`src/rtl/po_pkg.sv`:
```
package po_pkg;
  localparam int unsigned NIB_W = 4;
  localparam int unsigned BW    = $clog2(NIB_W);

  localparam logic [1:0] FMT_DS3  = 2'd0;
  localparam logic [1:0] FMT_G832 = 2'd1;

  function automatic int unsigned max3(int unsigned a, int unsigned b, int unsigned c);
    int unsigned m;
    m = (a > b) ? a : b;
    return (m > c) ? m : c;
  endfunction
endpackage

```
`src/rtl/po_cfg_gate.sv`:
```
module po_cfg_gate (
  input  logic       clk,
  input  logic       rst_n,
  input  logic       bit_en,
  input  logic       sof,
  input  logic       mode_sel,
  input  logic [1:0] fmt_sel,
  output logic       live,
  output logic       cont
);
  logic       run_q, run_d;
  logic       mode_q, mode_d;
  logic [1:0] fmt_q, fmt_d;
  logic       same, start;

  always_comb begin
    same  = (mode_sel == mode_q) && (fmt_sel == fmt_q);
    start = bit_en && sof;
    live  = bit_en && (sof || (run_q && same));
    cont  = bit_en && run_q && same;
    run_d  = start ? 1'b1 : (run_q && same);
    mode_d = start ? mode_sel : mode_q;
    fmt_d  = start ? fmt_sel : fmt_q;
  end

  always_ff @(posedge clk or negedge rst_n) begin
    if (!rst_n) begin
      run_q  <= 1'b0;
      mode_q <= 1'b0;
      fmt_q  <= 2'd0;
    end else begin
      run_q  <= run_d;
      mode_q <= mode_d;
      fmt_q  <= fmt_d;
    end
  end


  cfg_latch_chk: assert property (@(posedge clk) disable iff (!rst_n)
    (bit_en && sof) |=> (run_q && mode_q == $past(mode_sel) && fmt_q == $past(fmt_sel)));
endmodule

```
`src/rtl/po_frame_cnt.sv`:
```
module po_frame_cnt
  import po_pkg::*;
#(
  parameter int unsigned DS3_NIB  = 1176,
  parameter int unsigned G832_NIB = 1074,
  parameter int unsigned G751_NIB = 384
) (
  input  logic                clk,
  input  logic                rst_n,
  input  logic                live,
  input  logic                cont,
  input  logic                sof,
  input  logic [1:0]          fmt_sel,
  output logic [BW-1:0]       pos_bit,
  output logic                nib_first,
  output logic                len_err
);
  localparam int unsigned MAXN = max3(DS3_NIB, G832_NIB, G751_NIB);
  localparam int unsigned NW   = $clog2(MAXN);

  logic [BW-1:0] bcnt_q, bcnt_d;
  logic [NW-1:0] ncnt_q, ncnt_d, pos_nib, last;
  logic          err_q, err_d, at_wrap;

  always_comb begin
    case (fmt_sel)
      FMT_DS3:  last = NW'(DS3_NIB - 1);
      FMT_G832: last = NW'(G832_NIB - 1);
      default:  last = NW'(G751_NIB - 1);
    endcase
    pos_bit   = sof ? '0 : bcnt_q;
    pos_nib   = sof ? '0 : ncnt_q;
    nib_first = (pos_nib == '0);
    at_wrap   = (bcnt_q == '0) && (ncnt_q == '0);
    bcnt_d    = bcnt_q;
    ncnt_d    = ncnt_q;
    if (live) begin
      if (pos_bit == BW'(NIB_W - 1)) begin
        bcnt_d = '0;
        ncnt_d = (pos_nib == last) ? '0 : NW'(pos_nib + 1'b1);
      end else begin
        bcnt_d = BW'(pos_bit + 1'b1);
        ncnt_d = pos_nib;
      end
    end
    err_d = err_q | (cont & (sof ^ at_wrap));
  end

  always_ff @(posedge clk or negedge rst_n) begin
    if (!rst_n) begin
      bcnt_q <= '0;
      ncnt_q <= '0;
      err_q  <= 1'b0;
    end else begin
      bcnt_q <= bcnt_d;
      ncnt_q <= ncnt_d;
      err_q  <= err_d;
    end
  end

  assign len_err = err_q;


  nib_range_chk: assert property (@(posedge clk) disable iff (!rst_n)
    cont |-> (ncnt_q <= last));

  err_sticky_chk: assert property (@(posedge clk) disable iff (!rst_n)
    err_q |=> err_q);
endmodule

```
`src/rtl/po_out_pack.sv`:
```
module po_out_pack
  import po_pkg::*;
(
  input  logic             clk,
  input  logic             rst_n,
  input  logic             live,
  input  logic             bit_in,
  input  logic             mode_sel,
  input  logic [BW-1:0]    pos_bit,
  input  logic             nib_first,
  output logic             ser_dat,
  output logic             ser_stb,
  output logic [NIB_W-1:0] nib_dat,
  output logic             nib_stb,
  output logic             frm_mark
);
  logic [NIB_W-2:0] sh_q, sh_d;
  logic             sd_q, sd_d, ss_q, ss_d, ns_q, ns_d, mk_q, mk_d;
  logic [NIB_W-1:0] nd_q, nd_d;
  logic             nib_end;

  always_comb begin
    nib_end = (pos_bit == BW'(NIB_W - 1));
    sh_d = live ? {sh_q[NIB_W-3:0], bit_in} : sh_q;
    ss_d = live && !mode_sel;
    ns_d = live && mode_sel && nib_end;
    sd_d = ss_d ? bit_in : sd_q;
    nd_d = ns_d ? {sh_q, bit_in} : nd_q;
    mk_d = live && nib_first && (mode_sel ? nib_end : (pos_bit == '0));
  end

  always_ff @(posedge clk or negedge rst_n) begin
    if (!rst_n) begin
      sh_q <= '0;
      sd_q <= 1'b0;
      ss_q <= 1'b0;
      ns_q <= 1'b0;
      nd_q <= '0;
      mk_q <= 1'b0;
    end else begin
      sh_q <= sh_d;
      sd_q <= sd_d;
      ss_q <= ss_d;
      ns_q <= ns_d;
      nd_q <= nd_d;
      mk_q <= mk_d;
    end
  end

  assign ser_dat  = sd_q;
  assign ser_stb  = ss_q;
  assign nib_dat  = nd_q;
  assign nib_stb  = ns_q;
  assign frm_mark = mk_q;


  stb_excl_chk: assert property (@(posedge clk) disable iff (!rst_n)
    !(ss_q && ns_q));

  mark_with_stb_chk: assert property (@(posedge clk) disable iff (!rst_n)
    mk_q |-> (ss_q || ns_q));
endmodule

```
`src/rtl/pl_out_if.sv`:
```
module pl_out_if
  import po_pkg::*;
#(
  parameter int unsigned DS3_NIB  = 1176,
  parameter int unsigned G832_NIB = 1074,
  parameter int unsigned G751_NIB = 384
) (
  input  logic             clk,
  input  logic             rst_n,
  input  logic             bit_vld,
  input  logic             bit_in,
  input  logic             sof_in,
  input  logic             mode_sel,
  input  logic [1:0]       fmt_sel,
  output logic             ser_dat,
  output logic             ser_stb,
  output logic [NIB_W-1:0] nib_dat,
  output logic             nib_stb,
  output logic             frm_mark,
  output logic             len_err
);
  logic          live, cont, nib_first;
  logic [BW-1:0] pos_bit;

  po_cfg_gate u_gate (
    .clk(clk), .rst_n(rst_n), .bit_en(bit_vld), .sof(sof_in),
    .mode_sel(mode_sel), .fmt_sel(fmt_sel), .live(live), .cont(cont)
  );

  po_frame_cnt #(.DS3_NIB(DS3_NIB), .G832_NIB(G832_NIB), .G751_NIB(G751_NIB)) u_cnt (
    .clk(clk), .rst_n(rst_n), .live(live), .cont(cont), .sof(sof_in),
    .fmt_sel(fmt_sel), .pos_bit(pos_bit), .nib_first(nib_first), .len_err(len_err)
  );

  po_out_pack u_pack (
    .clk(clk), .rst_n(rst_n), .live(live), .bit_in(bit_in), .mode_sel(mode_sel),
    .pos_bit(pos_bit), .nib_first(nib_first), .ser_dat(ser_dat), .ser_stb(ser_stb),
    .nib_dat(nib_dat), .nib_stb(nib_stb), .frm_mark(frm_mark)
  );


  nib_gap_chk: assert property (@(posedge clk) disable iff (!rst_n)
    nib_stb |=> !nib_stb);

  ser_follow_chk: assert property (@(posedge clk) disable iff (!rst_n)
    ser_stb |-> $past(bit_vld));
endmodule

```
`config.mk`:
```
export PLATFORM = sky130hd
export DESIGN_NAME = pl_out_if
export DESIGN_NICKNAME = d
export VERILOG_FILES = /design/src/rtl/po_pkg.sv /design/src/rtl/po_cfg_gate.sv /design/src/rtl/po_frame_cnt.sv /design/src/rtl/po_out_pack.sv /design/src/rtl/pl_out_if.sv
export SDC_FILE = /design/constraint.sdc
export NUM_CORES = 1
export LEC_CHECK = 0
export BUFFER_PORTS_ARGS = -buffer_cell sky130_fd_sc_hd__buf_2
export CAP_MARGIN = 30
export CORE_MARGIN = 8
export CORE_UTILIZATION = 25
export DETAILED_ROUTE_END_ITERATION = 10
export GPL_ROUTABILITY_DRIVEN = 0
export PLACE_DENSITY = 0.43
export SETUP_SLACK_MARGIN = 0.05
export SLEW_MARGIN = 30
export SYNTH_ARGS = -nofsm -noshare
export SYNTH_HDL_FRONTEND = slang
export SYNTH_SLANG_ARGS = --single-unit
```
`constraint.sdc`:
```
create_clock -name clk -period 5 [get_ports clk]
set_input_delay 0.75 -clock clk [delete_from_list [all_inputs] [get_ports clk]]
set_output_delay 0.75 -clock clk [all_outputs]
set_load 0.02 [all_outputs]
```
==> run summary, run 1 <==
First-pass GRT wire length: 6460 microns
Post-Place Cells: 249
XOR/XNOR Fraction of Synth Area: 0.0374
Post-cts resize count: 0
Worst Setup End Kind: register
Max IR drop VDD: 0.166 mV
Largest net degree at the start of global routing: 30
Num CTS Buffers: 5
Fill cell count: 651
Initial core utilization: 0.258
Logic pwr share: 0.185
Clk root buf: clkbuf_8
GRT met2 Usage: 0.133
Critical-path maximum fanout: 14
Full die area: 9400 sq um
Largest family of logic cells by synthesized area: simple AND/OR/NAND/NOR gates
Met3 usage: 0.0270
First drt pass iteration count: 4
Setup TNS: 0 ns
Via-to-Cell Ratio: 4.73
Cells on worst reg2reg path: 6
Startpoint Class: input port
Synth async-reset ratio: 1.00
Final setup fails: 0
Pwr dens: 357 nW/um^2
Min-Delay Path Depth: 1
Reg clk slew, reported paths: 0.07 ns
Routed via count: 1216
Std cell rows: 29
Synth-to-layout area growth: 15.0%
Synth area leaders: dfrtp_1, nand2_1, mux2_2, ha_1, xor2_1
CTS tree: done
Post-synth EDFFs: 0
Share of cells above drive strength 1: 0.217
Drc violations: 0
Hold Crit Class: register to register
Post-Syn Nets: 176
Crit Path Category: input port to register
Synth cell types: 48
List of most frequent post-synthesis cells: nand2_1, dfrtp_1, mux2_2, o21ai_0
Most common cell in the synthesized netlist: nand2_1
#FFs+latches synth: 29
Simple-Gate Fraction of Synth Area: 0.251
Post-Synthesis Cells: 164
Diode count: 0
Adder-Cell Fraction of Synth Area: 0.0305
Gr busiest metal: met2
Worst skew pair latency: 0.28 ns
Congestion Overflow GR: 0
Antenna-violating nets left: 0
Worst-case clock skew: 0.00471 ns
Status: complete, no violations
Port buffer count: 16
Total track usage: 0.0829
Clock power share: 0.383
Max Root-Sink Buffers: 2
1st-iter DRT viols: 80
Switch Pwr: 0.194 mW
Post-CTS setup buffers: 0
CTS Sinks: 29
Final-report hold violation count: 0
Mux contribution to synthesized area: 0.0679
Vias in the first global route: 1226
Yosys top cell by area: dfrtp_1
Pleak: 0.858 nW
Htree depth: 2
Top cell type's share of synthesized area: 0.443
Worst-Margin Slew: 0.689 ns
Final wirelength: 3690 microns
Max Cap Viol: 0
Min cycle time layout: 2.65 ns
WP data required: 5.16 ns
RSZ-0062 raised after global routing: no
Cts hold-fix bufs: 0
Nets@finish: 191
DIE HEIGHT: 97.0 microns
CP arrival: 2.81 ns
Cell area after synthesis: 1640 sq um
Post-DP HPWL: 2540 microns
Mapped Avg Cell Area: 9.99 sq um
Max frequency: 377 MHz
Sequential power share: 0.433
Core area: 6350 sq um
Met1 usage: 0.100
Chip Width: 97.0 microns
Synth warn: 0
Int Power: 0.478 mW
Initial antenna violation count: 0
Slew headroom: 0.541
IO Pins: 17
Post-synthesis sequential area ratio: 0.443
Net Sw Frac: 0.289
Slew Limit Fails: 0
Synth Area in Compound Gates: 0.130
Top_reg_cell synth: dfrtp_1
Final Cycle Share: 0.531
Per-cell routed wire length: 14.3 microns
Non-Filler Instances: 257
per-layer routing:
layer | share of wire | vias up
met5 | 0 | -
met3 | 0.034 | 6
met1 | 0.47 | 580
li1 | - | 615
met4 | 0.015 | 0
met2 | 0.48 | 15
per-stage QoR:
step	setup slack [ns]	hold WS (ns)	cell area [sq um]	power, mW	utilization
finish	2.35	0.473	1890	0.673	0.297
floorplan	2.44	0.440	1640	0.380	-
global placement	2.15	0.459	1770	0.422	0.278
CTS	2.39	0.480	1880	0.683	0.297
global route	2.03	0.501	1890	0.708	0.297
detailed placement	2.10	0.461	1770	0.422	0.278
power by group through the flow:
stage | logic [mW] | registers (mW) | clock network, mW
floorplan | 0.0737 | 0.307 | 0
global placement | 0.126 | 0.296 | 0
detailed placement | 0.127 | 0.296 | 0
CTS | 0.127 | 0.291 | 0.265
global route | 0.138 | 0.296 | 0.275
finish | 0.124 | 0.291 | 0.257
cells in the final DEF (no fill, tap or decap), types with 2 or more instances in the layout:
cell,count
nand2_1,30
dfrtp_1,29
buf_2,16
mux2_2,8
o21ai_0,6
clkbuf_8,6
inv_1,5
xor2_1,5
nor2_1,5
nand3_1,5
nor3_1,5
a21oi_1,5
nand4_1,4
ha_1,4
nor2b_1,3
and4_1,3
nand2b_1,2
xnor2_1,2
or4_1,2
nor4_1,2
o211ai_1,2
and3_1,2
nor4b_1,2
o31ai_1,2
and2_1,2
nor3b_1,2
sequential cells by signal, indices dropped and copies added (netlist names):
register         flops
u_gate.run_q         1
u_gate.mode_q        1
u_pack.ser_dat       1
u_pack.nib_stb       1
u_pack.ser_stb       1
u_pack.frm_mark      1
u_cnt.len_err        1
u_cnt.bcnt_q         2
u_pack.nib_dat       4
u_gate.fmt_q         2
u_cnt.ncnt_q        11
u_pack.sh_q          3
kinds of logic after synthesis:
group / Yosys count
xor+xnor: 7
flops: 29
fa+ha+maj: 4
compound gates: 25
buf+inv: 13
simple gates: 76
mux: 10
final timing paths:
kind	slack (ns)	end	from
min in group asynchronous	0.51	u_cnt.ncnt_q[4]$_DFFE_PN0P_	rst_n
max in group asynchronous	4.04	u_pack.ser_stb$_DFF_PN0_	rst_n
hold / removal	0.47	u_cnt.len_err$_DFF_PN0_	u_cnt.len_err$_DFF_PN0_
setup reg to reg	2.64	u_cnt.ncnt_q[6]$_DFFE_PN0P_	u_cnt.ncnt_q[0]$_DFFE_PN0P_
hold reg to reg	0.47	u_cnt.len_err$_DFF_PN0_	u_cnt.len_err$_DFF_PN0_
setup / recovery	2.35	u_cnt.ncnt_q[6]$_DFFE_PN0P_	sof_in
critical path, cell delays in order:
cell and delay, ns:
buf_2 0.20, nor2b_1 0.47, ha_1 0.25, nand2_1 0.09
nor3_1 0.52, nand2_1 0.14, a311o_1 0.38
area by class of cell:
cell class                 instances  area, sq um  share of cell area
clock inverter                     1         30.0              0.0159
clock buffer                       7         86.3              0.0458
multi-input combinational        122          848               0.450
inverter                           5         18.8             0.00995
timing repair buffer              16         80.1              0.0425
tap                               77         96.3              0.0511
sequential                        29          726               0.385
(Power assumes the default switching activity.)
==> inputs of run 2 (changes only) <==
- ABC_AREA: default -> 1
- PLACE_DENSITY: 0.43 -> 0.45
- clock period: 5 -> 2.2 ns (I/O delays scaled with it)
==> run summary, run 2 <==
Status: complete, no violations
#FFs+latches synth: 29
Post-Synthesis Cells: 268
Initial core utilization: 0.259
Simple-Gate Fraction of Synth Area: 0.376
Final Cycle Share: 0.809
Diode count: 0
Htree depth: 2
Commonest non-fill, non-tap cells in the layout: nand2_1, inv_1, nor2_1
Reg clk slew, reported paths: 0.07 ns
Fill cell count: 831
First-pass GRT wire length: 8400 microns
Largest family of logic cells by synthesized area: simple AND/OR/NAND/NOR gates
Startpoint Class: register
Max frequency: 562 MHz
Most common cell in the synthesized netlist: nand2_1
DIE HEIGHT: 103 microns
Final-report hold violation count: 0
Sequential power share: 0.441
CTS tree: done
Top cell type's share of synthesized area: 0.386
Post-synthesis sequential area ratio: 0.386
Switch Pwr: 0.450 mW
Mux contribution to synthesized area: 0
Slew Limit Fails: 0
Post-Syn Nets: 280
Hold Crit Class: input port to asynchronous set/reset pin
Cts hold-fix bufs: 0
CP arrival: 1.96 ns
Antenna-violating nets left: 0
Share of cells above drive strength 1: 0.160
Synth warn: 0
Worst Setup End Kind: register
Routed via count: 1644
Vias in the first global route: 1696
Synth async-reset ratio: 1.00
Synth Area in Compound Gates: 0.0872
Area of the multi-input gates: 965 sq um
Net Sw Frac: 0.315
CTS Sinks: 29
List of most frequent post-synthesis cells: nand2_1, inv_1, nor2_1, dfrtp_1
Num CTS Buffers: 5
Total track usage: 0.103
Initial antenna violation count: 0
Worst-Margin Slew: 0.686 ns
Adder-Cell Fraction of Synth Area: 0.0266
Sequential cell area: 726 sq um
Post-CTS setup buffers: 0
1st-iter DRT viols: 90
Cell area after synthesis: 1880 sq um
Int Power: 0.977 mW
Worst skew pair latency: 0.28 ns
Reg-to-Reg Start: u_cnt.ncnt_q[0]$_DFFE_PN0P_
Pwr dens: 664 nW/um^2
Max IR drop VDD: 0.318 mV
Full die area: 10500 sq um
Setup TNS: 0 ns
Pleak: 1.09 nW
Slew headroom: 0.543
Drc violations: 0
Top_reg_cell synth: dfrtp_1
Post-cts resize count: 0
Most common cell after layout, fill and taps aside: nand2_1
Mapped Avg Cell Area: 7.01 sq um
Nets@finish: 299
Worst-case clock skew: 0.00837 ns
RSZ-0062 raised after global routing: no
Largest register FFs: 11
Critical-path maximum fanout: 4
Synth-to-layout area growth: 14.3%
First drt pass iteration count: 4
Clock power share: 0.350
Max Cap Viol: 0
Synth cell types: 25
Final wirelength: 4900 microns
WP data required: 2.38 ns
Chip Width: 103 microns
Largest reg by FF count: u_cnt.ncnt_q
Yosys top cell by area: dfrtp_1
Port buffer count: 16
Logic pwr share: 0.210
Min cycle time layout: 1.78 ns
XOR/XNOR Fraction of Synth Area: 0.0233
Per-cell routed wire length: 12.7 microns
Cells on worst reg2reg path: 10
IO Pins: 17
Largest net degree at the start of global routing: 30
Total chip power: 1.43 mW
Std cell rows: 31
Final setup fails: 0
Post-DP HPWL: 3710 microns
Core area: 7250 sq um
Clk root buf: clkbuf_8
Via-to-Cell Ratio: 4.25
Synth area leaders: dfrtp_1, nand2_1, inv_1, nor2_1, nand3_1
Crit Path Category: register to register
Post-synth EDFFs: 0
CP peak stage delay: 0.42 ns
CP max-delay cell: dfrtp_1
Congestion Overflow GR: 0
Max Root-Sink Buffers: 2
Beginning of the critical path: u_cnt.ncnt_q[0]$_DFFE_PN0P_
Crit path cell chain: inv_1 -> nor2_1 -> ha_1 -> nand2_1 -> inv_1 -> nand3_2 -> nor2_2 -> nand2_1 -> xor2_1 -> o21ai_2
-- run 2: final timing paths --
check / to / slack (ns)
setup / recovery: u_cnt.ncnt_q[8]$_DFFE_PN0P_ / 0.42
hold / removal: u_cnt.ncnt_q[7]$_DFFE_PN0P_ / 0.09
setup reg to reg: u_cnt.ncnt_q[8]$_DFFE_PN0P_ / 0.42
hold reg to reg: u_cnt.len_err$_DFF_PN0_ / 0.46
max in group asynchronous: u_gate.fmt_q[0]$_DFFE_PN0P_ / 1.67
min in group clk: u_pack.sh_q[0]$_DFFE_PN0P_ / 0.27
-- run 2: cells by family after synthesis --
group,Yosys count
adder cells (fa/ha/maj),4
buffers and inverters,42
XOR/XNOR,5
AO/OA/AOI/OAI,29
AND/OR/NAND/NOR,159
flip-flops,29
-- run 2: final cells by class --
cell class | count | share of cell area
clock buffer | 7 | 0.0448
clock inverter | 1 | 0.00233
inverter | 36 | 0.0641
multi-input combinational | 197 | 0.449
sequential | 29 | 0.338
tap | 99 | 0.0577
timing repair buffer | 18 | 0.0443
-- run 2: per-stage QoR --
step                utilization  cell area (sq um)  hold slack, ns  std cells  setup slack (ns)
detailed placement        0.282               2050           0.426        379             0.277
global route              0.296               2150           0.161        387             0.208
floorplan                     -               1880          0.0344        268             0.451
CTS                       0.296               2150           0.115        387             0.432
finish                    0.296               2150          0.0853        387             0.421
global placement          0.282               2050           0.414        379             0.292
-- run 2: worst max-delay path, delay by kind of cell (launching register included) --
kind / cells / cell delay (ns)
AO/OA/AOI/OAI: 1 / 0.06
XOR/XNOR: 1 / 0.17
adder cells (fa/ha/maj): 1 / 0.19
buffers and inverters: 2 / 0.19
flip-flops: 1 / 0.42
AND/OR/NAND/NOR: 5 / 0.63
-- run 2: metal layers --
metal / GRT usage / share of wire
met5: 0 / 0
met1: 0.132 / 0.50
met2: 0.165 / 0.46
met3: 0.0243 / 0.027
met4: 0.0350 / 0.017
-- run 2: power by group through the flow --
stage | sequential, mW | clock (mW) | combinational [mW]
after floorplan | 0.667 | 0 | 0.184
after CTS | 0.628 | 0.519 | 0.306
after global routing | 0.636 | 0.542 | 0.341
after global placement | 0.637 | 0 | 0.305
final | 0.629 | 0.499 | 0.299
after detailed placement | 0.637 | 0 | 0.305
